### config.mk
export PLATFORM = sky130hd
export DESIGN_NAME = lbist_ctrl
export DESIGN_NICKNAME = d
export VERILOG_FILES = /design/src/rtl/lbist_pkg.sv /design/src/rtl/lbist_prpg.sv /design/src/rtl/lbist_phase_shift.sv /design/src/rtl/lbist_misr.sv /design/src/rtl/lbist_ctrl.sv
export SDC_FILE = /design/constraint.sdc
export NUM_CORES = 1
export LEC_CHECK = 0
export ABC_CLOCK_PERIOD_IN_PS = 2050
export CAP_MARGIN = 20
export CORE_MARGIN = 2
export CORE_UTILIZATION = 45
export DETAILED_ROUTE_END_ITERATION = 12
export GPL_ROUTABILITY_DRIVEN = 0
export GPL_TIMING_DRIVEN = 0
export PLACE_DENSITY = 0.66
export SLEW_MARGIN = 10
export SYNTH_ARGS = -nofsm -noshare
export SYNTH_HDL_FRONTEND = slang
export SYNTH_SLANG_ARGS = --single-unit
### constraint.sdc
create_clock -name clk -period 2.05 [get_ports clk]
set_input_delay 0.3075 -clock clk [delete_from_list [all_inputs] [get_ports clk]]
set_output_delay 0.3075 -clock clk [all_outputs]
set_load 0.01 [all_outputs]
### src/rtl/lbist_pkg.sv
`timescale 1ns/1ps
package lbist_pkg;

    localparam int unsigned SIG_W = 16;
    localparam logic [SIG_W-1:0] GEN_MASK = 16'h100B;
    localparam logic [SIG_W-1:0] CMP_MASK = 16'h1021;

    typedef enum logic [2:0] {
        ST_IDLE,
        ST_SHIFT,
        ST_CAPTURE,
        ST_UNLOAD,
        ST_COMPARE,
        ST_DONE
    } lbist_state_e;

endpackage

### src/rtl/lbist_prpg.sv
`timescale 1ns/1ps
module lbist_prpg #(
    parameter int unsigned    W    = 16,
    parameter logic [W-1:0]   MASK = 16'h100B,
    parameter logic [W-1:0]   SEED = 16'hACE1
) (
    input  logic         clk,
    input  logic         rst_n,
    input  logic         load,
    input  logic         adv,
    output logic [W-1:0] state
);

    logic [W-1:0] gen_d, gen_q;

    always_comb begin
        gen_d = gen_q;
        if (load) begin
            gen_d = SEED;
        end else if (adv) begin
            gen_d = {gen_q[W-2:0], 1'b0} ^ (gen_q[W-1] ? MASK : '0);
        end
    end

    always_ff @(posedge clk or negedge rst_n) begin
        if (!rst_n) gen_q <= SEED;
        else        gen_q <= gen_d;
    end

    assign state = gen_q;

endmodule

### src/rtl/lbist_phase_shift.sv
`timescale 1ns/1ps
module lbist_phase_shift #(
    parameter int unsigned W = 16,
    parameter int unsigned N = 4
) (
    input  logic [W-1:0] gen,
    output logic [N-1:0] si
);

    for (genvar i = 0; i < N; i++) begin : g_tap
        localparam int unsigned TA = (3 * i) % W;
        localparam int unsigned TB = (3 * i + 7) % W;
        localparam int unsigned TC = (3 * i + 12) % W;
        assign si[i] = gen[TA] ^ gen[TB] ^ gen[TC];
    end

endmodule

### src/rtl/lbist_misr.sv
`timescale 1ns/1ps
module lbist_misr #(
    parameter int unsigned  W    = 16,
    parameter int unsigned  N    = 4,
    parameter logic [W-1:0] MASK = 16'h1021
) (
    input  logic         clk,
    input  logic         rst_n,
    input  logic         clr,
    input  logic         en,
    input  logic [N-1:0] din,
    output logic [W-1:0] sig
);

    logic [W-1:0] sig_d, sig_q;

    always_comb begin
        sig_d = sig_q;
        if (clr) begin
            sig_d = '0;
        end else if (en) begin
            sig_d = {sig_q[W-2:0], 1'b0} ^ (sig_q[W-1] ? MASK : '0)
                  ^ {{(W-N){1'b0}}, din};
        end
    end

    always_ff @(posedge clk or negedge rst_n) begin
        if (!rst_n) sig_q <= '0;
        else        sig_q <= sig_d;
    end

    assign sig = sig_q;

endmodule

### src/rtl/lbist_ctrl.sv
`timescale 1ns/1ps
module lbist_ctrl
    import lbist_pkg::*;
#(
    parameter int unsigned        CHAIN_LEN    = 32,
    parameter int unsigned        NUM_PATTERNS = 64,
    parameter int unsigned        NUM_CHAINS   = 4,
    parameter logic [SIG_W-1:0]   SEED         = 16'hACE1
) (
    input  logic                  clk,
    input  logic                  rst_n,
    input  logic                  start,
    input  logic [SIG_W-1:0]      expected_sig,
    input  logic [NUM_CHAINS-1:0] chain_so,
    output logic                  scan_en,
    output logic [NUM_CHAINS-1:0] chain_si,
    output logic                  done,
    output logic                  pass,
    output logic                  fail
);

    localparam int unsigned SH_W  = (CHAIN_LEN > 1)    ? $clog2(CHAIN_LEN)    : 1;
    localparam int unsigned PAT_W = (NUM_PATTERNS > 1) ? $clog2(NUM_PATTERNS) : 1;
    localparam logic [SH_W-1:0]  SH_LAST  = SH_W'(CHAIN_LEN - 1);
    localparam logic [PAT_W-1:0] PAT_LAST = PAT_W'(NUM_PATTERNS - 1);

    typedef struct packed {
        lbist_state_e     state;
        logic [SH_W-1:0]  sh_cnt;
        logic [PAT_W-1:0] pat_cnt;
        logic             pass;
        logic             fail;
    } ctrl_t;

    ctrl_t ctl_d, ctl_q;

    logic             start_go;
    logic             gen_adv;
    logic             cmp_en;
    logic [SIG_W-1:0] gen_state;
    logic [SIG_W-1:0] sig_state;

    always_comb begin
        start_go = start && (ctl_q.state == ST_IDLE || ctl_q.state == ST_DONE);
        gen_adv  = (ctl_q.state == ST_SHIFT);
        cmp_en   = (ctl_q.state == ST_SHIFT && ctl_q.pat_cnt != '0)
                || (ctl_q.state == ST_UNLOAD);

        ctl_d = ctl_q;
        unique case (ctl_q.state)
            ST_IDLE, ST_DONE: begin
                if (start) begin
                    ctl_d.state   = ST_SHIFT;
                    ctl_d.sh_cnt  = '0;
                    ctl_d.pat_cnt = '0;
                    ctl_d.pass    = 1'b0;
                    ctl_d.fail    = 1'b0;
                end
            end
            ST_SHIFT: begin
                if (ctl_q.sh_cnt == SH_LAST) begin
                    ctl_d.state  = ST_CAPTURE;
                    ctl_d.sh_cnt = '0;
                end else begin
                    ctl_d.sh_cnt = ctl_q.sh_cnt + 1'b1;
                end
            end
            ST_CAPTURE: begin
                if (ctl_q.pat_cnt == PAT_LAST) begin
                    ctl_d.state = ST_UNLOAD;
                end else begin
                    ctl_d.state   = ST_SHIFT;
                    ctl_d.pat_cnt = ctl_q.pat_cnt + 1'b1;
                end
            end
            ST_UNLOAD: begin
                if (ctl_q.sh_cnt == SH_LAST) begin
                    ctl_d.state  = ST_COMPARE;
                    ctl_d.sh_cnt = '0;
                end else begin
                    ctl_d.sh_cnt = ctl_q.sh_cnt + 1'b1;
                end
            end
            ST_COMPARE: begin
                ctl_d.state = ST_DONE;
                ctl_d.pass  = (sig_state == expected_sig);
                ctl_d.fail  = (sig_state != expected_sig);
            end
            default: ctl_d.state = ST_IDLE;
        endcase
    end

    always_ff @(posedge clk or negedge rst_n) begin
        if (!rst_n) begin
            ctl_q <= '{state: ST_IDLE, sh_cnt: '0, pat_cnt: '0, pass: 1'b0, fail: 1'b0};
        end else begin
            ctl_q <= ctl_d;
        end
    end

    lbist_prpg #(
        .W    (SIG_W),
        .MASK (GEN_MASK),
        .SEED (SEED)
    ) u_gen (
        .clk   (clk),
        .rst_n (rst_n),
        .load  (start_go),
        .adv   (gen_adv),
        .state (gen_state)
    );

    lbist_phase_shift #(
        .W (SIG_W),
        .N (NUM_CHAINS)
    ) u_spread (
        .gen (gen_state),
        .si  (chain_si)
    );

    lbist_misr #(
        .W    (SIG_W),
        .N    (NUM_CHAINS),
        .MASK (CMP_MASK)
    ) u_cmp (
        .clk   (clk),
        .rst_n (rst_n),
        .clr   (start_go),
        .en    (cmp_en),
        .din   (chain_so),
        .sig   (sig_state)
    );

    assign scan_en = (ctl_q.state == ST_SHIFT) || (ctl_q.state == ST_UNLOAD);
    assign done    = (ctl_q.state == ST_DONE);
    assign pass    = ctl_q.pass;
    assign fail    = ctl_q.fail;

endmodule

==> flow_summary.yaml <==
route:
  dr.pass1.iters: 4
  drc: 0
  num_vias: 1862
  ant_nets: 0
  wl_per_cell_um: 14.01
  wl_um: 5142
  drt_iter0_drc: 85
  via_per_inst: 5.074
run:
  cap_violations: 0
global_routing:
  track_usage_pct: 18.25
  antenna_found_initial: 0
  grt_pass1_wl_um: 9059
  grt_overflow: 0
  grt_pass1_vias: 1854
  grt_max_degree: 37
synthesis:
  syn_area_um2: 2571
  yosysSeqAreaShare_pct: 47.10
  ys.flop_type: "dfrtp_1"
  synth_edf_count: 0
  ys_ff_latch: 48
  ys_types: 46
  syn_area_per_cell_um2: 10.08
  ys_warn_count: 0
  async_flop_share_pct: 100.0
  netlist_instances: 255
  synthesis.nets: 282
timing:
  slew_headroom_pct: 72.37
  clock_skew_ns: 0.003813
  hold_ws_ns: 0.4286
  setup_tns_ns: 0
  drv_slew: 0
  final.min_clock_period_ns: 1.977
  min_period_over_period_pct: 96.42
  fmax_ghz: 0.5059
  worstMarginPinSlew_ns: 0.4140
  finalSetupViolCount: 0
  rsz0062_at_grt: "false"
  hold_viol_final: 0
power:
  power_density_nw_per_um2: 1515
  peakVddDrop_mv: 0.7071
  finalPower_mw: 4.696
  cellLeakagePower_nw: 1.552
die:
  die-area_um2: 6335
  io_pins: 31
  rows: 27
  die_h_um: 79.59
  die_w_um: 79.59
  start_util_pct: 46.69
  core_area_um2: 5507
layout:
  fillCellCount: 477
  antennaDiodeCount: 0
  nets: 321
  final_layout_size_suffix_gt1_share_pct: 14.58
  final_util_pct: 56.28
  syn2layout_area_growth_pct: 20.54
placement:
  port_buffers: 30
  hpwl_um: 3709
critical_path:
  worstPathRequired_ns: 1.74
  crit_family: "flip-flops"
  startpoint: "u_gen.state[10]"
  crit_top_cell: "xnor2_1"
  crit_type: "flop to output pin"
  crit_path_max_fanout: 3
  slowest_delay_ns: 0.56
  worstReg2RegStart: "u_cmp.sig[15]"
  crit_chain: "xnor2_1, xnor2_1, clkdlybuf4s50_1"
  crit_buf_inv: 1
  cp.arrival_ns: 1.67
  critPathSlowestCell: "dfstp_2"
  end_kind: "output pin"
  cp-start-kind: "flop"
clocking:
  clk_latency_ns: 0.30
  cts_made_buffers: 5
  clockRootBuffer: "clkbuf_8"
  htreeDepth: 2
  cts_buffer_depth: 2
  clkTransAtPathRegs_ns: 0.09
  cts_sinks: 48
  cts_tree: "yes"
min_path:
  hold_class: "input port to asynchronous set/reset pin"
status:
  outcome: "completed"
-- power by group --
group | total (mW) | internal [mW] | leakage (nW) | switching (mW)
Sequential | 1.77 | 1.42 | 0.586 | 0.350
Combinational | 2.34 | 1.23 | 0.915 | 1.10
Clock | 0.585 | 0.270 | 0.0510 | 0.315
-- routing by layer --
metal | vias to the layer above | global-route usage [%] | wire, µm
met5 | - | 0 | 0
met4 | 0 | 5.690 | 42
met3 | 6 | 3.394 | 113
met2 | 20 | 28.82 | 2470
met1 | 881 | 25.42 | 2516
li1 | 955 | - | -
-- layout by cell type (no fill, tap or decap), drive strengths merged, types with 7 or more instances in the layout --
master,instances
nand3,15
xnor2,12
and3,19
clkdlybuf4s50,24
a21o,17
dfrtp,40
o21ai,7
dfstp,8
clkbuf,8
buf,13
nor2,12
xor2,22
nand2,36
-- final timing paths --
kind / slack [ns] / endpoint / cells after the start
max: 0.07 / chain_si[1] / 3
min: 0.43 / ctl_q[10] / 2
max reg2reg: 0.34 / fail / 5
min reg2reg: 0.50 / u_gen.state[11] / 2
max in group asynchronous: 1.07 / u_gen.state[0] / 3
min in group clk: 0.50 / u_gen.state[11] / 2
-- final cells by class --
cell class / count / area [µm²] / share of cell area (%)
clock inverters: 2 / 10.01 / 0.3230
plain buffers: 12 / 85.08 / 2.745
repair buffers: 33 / 337.8 / 10.90
flip-flops and latches: 48 / 1212 / 39.12
clock buffers: 6 / 82.58 / 2.665
multi-input cells: 190 / 1266 / 40.86
well taps: 72 / 90.09 / 2.907
inverters: 4 / 15.01 / 0.4845
-- cells in the mapped netlist (2+ instances only) --
master     n  area [µm²]
dfrtp_1   40        1001
nand2_1   36       135.1
xor2_1    22       192.7
and3_1    19       118.9
a21o_1    17       127.6
nand3_1   15       75.07
xnor2_1   12       105.1
nor2_1    10       37.54
dfstp_2    8       210.2
a21oi_1    6       30.03
buf_2      6       30.03
nand2b_1   6       37.54
buf_6      4       45.04
ha_1       4       50.05
nor4_1     4       25.02
o21ai_0    4       20.02
a211oi_1   3       22.52
clkbuf_1   3       11.26
inv_1      3       11.26
a211o_1    2       17.52
a22o_1     2       17.52
nor3b_1    2       15.01
o21ai_1    2       10.01
o22ai_1    2       12.51
o31ai_1    2       15.01
-- cells by family after synthesis --
kind of cell	synth area share, %
AND/OR/NAND/NOR	21.85
flip-flops	47.10
AO/OA/AOI/OAI	13.14
XOR/XNOR	11.58
buffers and inverters	3.941
adder cells (fa/ha/maj)	1.947
multiplexers	0.4379
-- what timing repair did --
item	4_1_cts	5_1_grt
hold buffers	1	0
pin swaps	0	0
resized for setup	5	5
endpoints found under the hold margin	12	0
setup buffers	1	0
setup endpoints to repair	4	3
-- stage by stage --
stage / setup slack, ns / std cells / cell area (µm²)
after floorplan: 0.5301 / 255 / 2571
after global placement: -0.7504 / 357 / 2962
after detailed placement: 0.08782 / 358 / 2977
after CTS: 0.008826 / 367 / 3089
after global routing: 0.01525 / 367 / 3099
final: 0.07342 / 367 / 3099
-- sequential cells by signal, indices dropped and copies added, names as in the netlist --
signal and flops:
ctl_q 14, u_gen.state 16, fail 1, u_cmp.sig 16, pass 1
(Power assumes the default switching activity.)
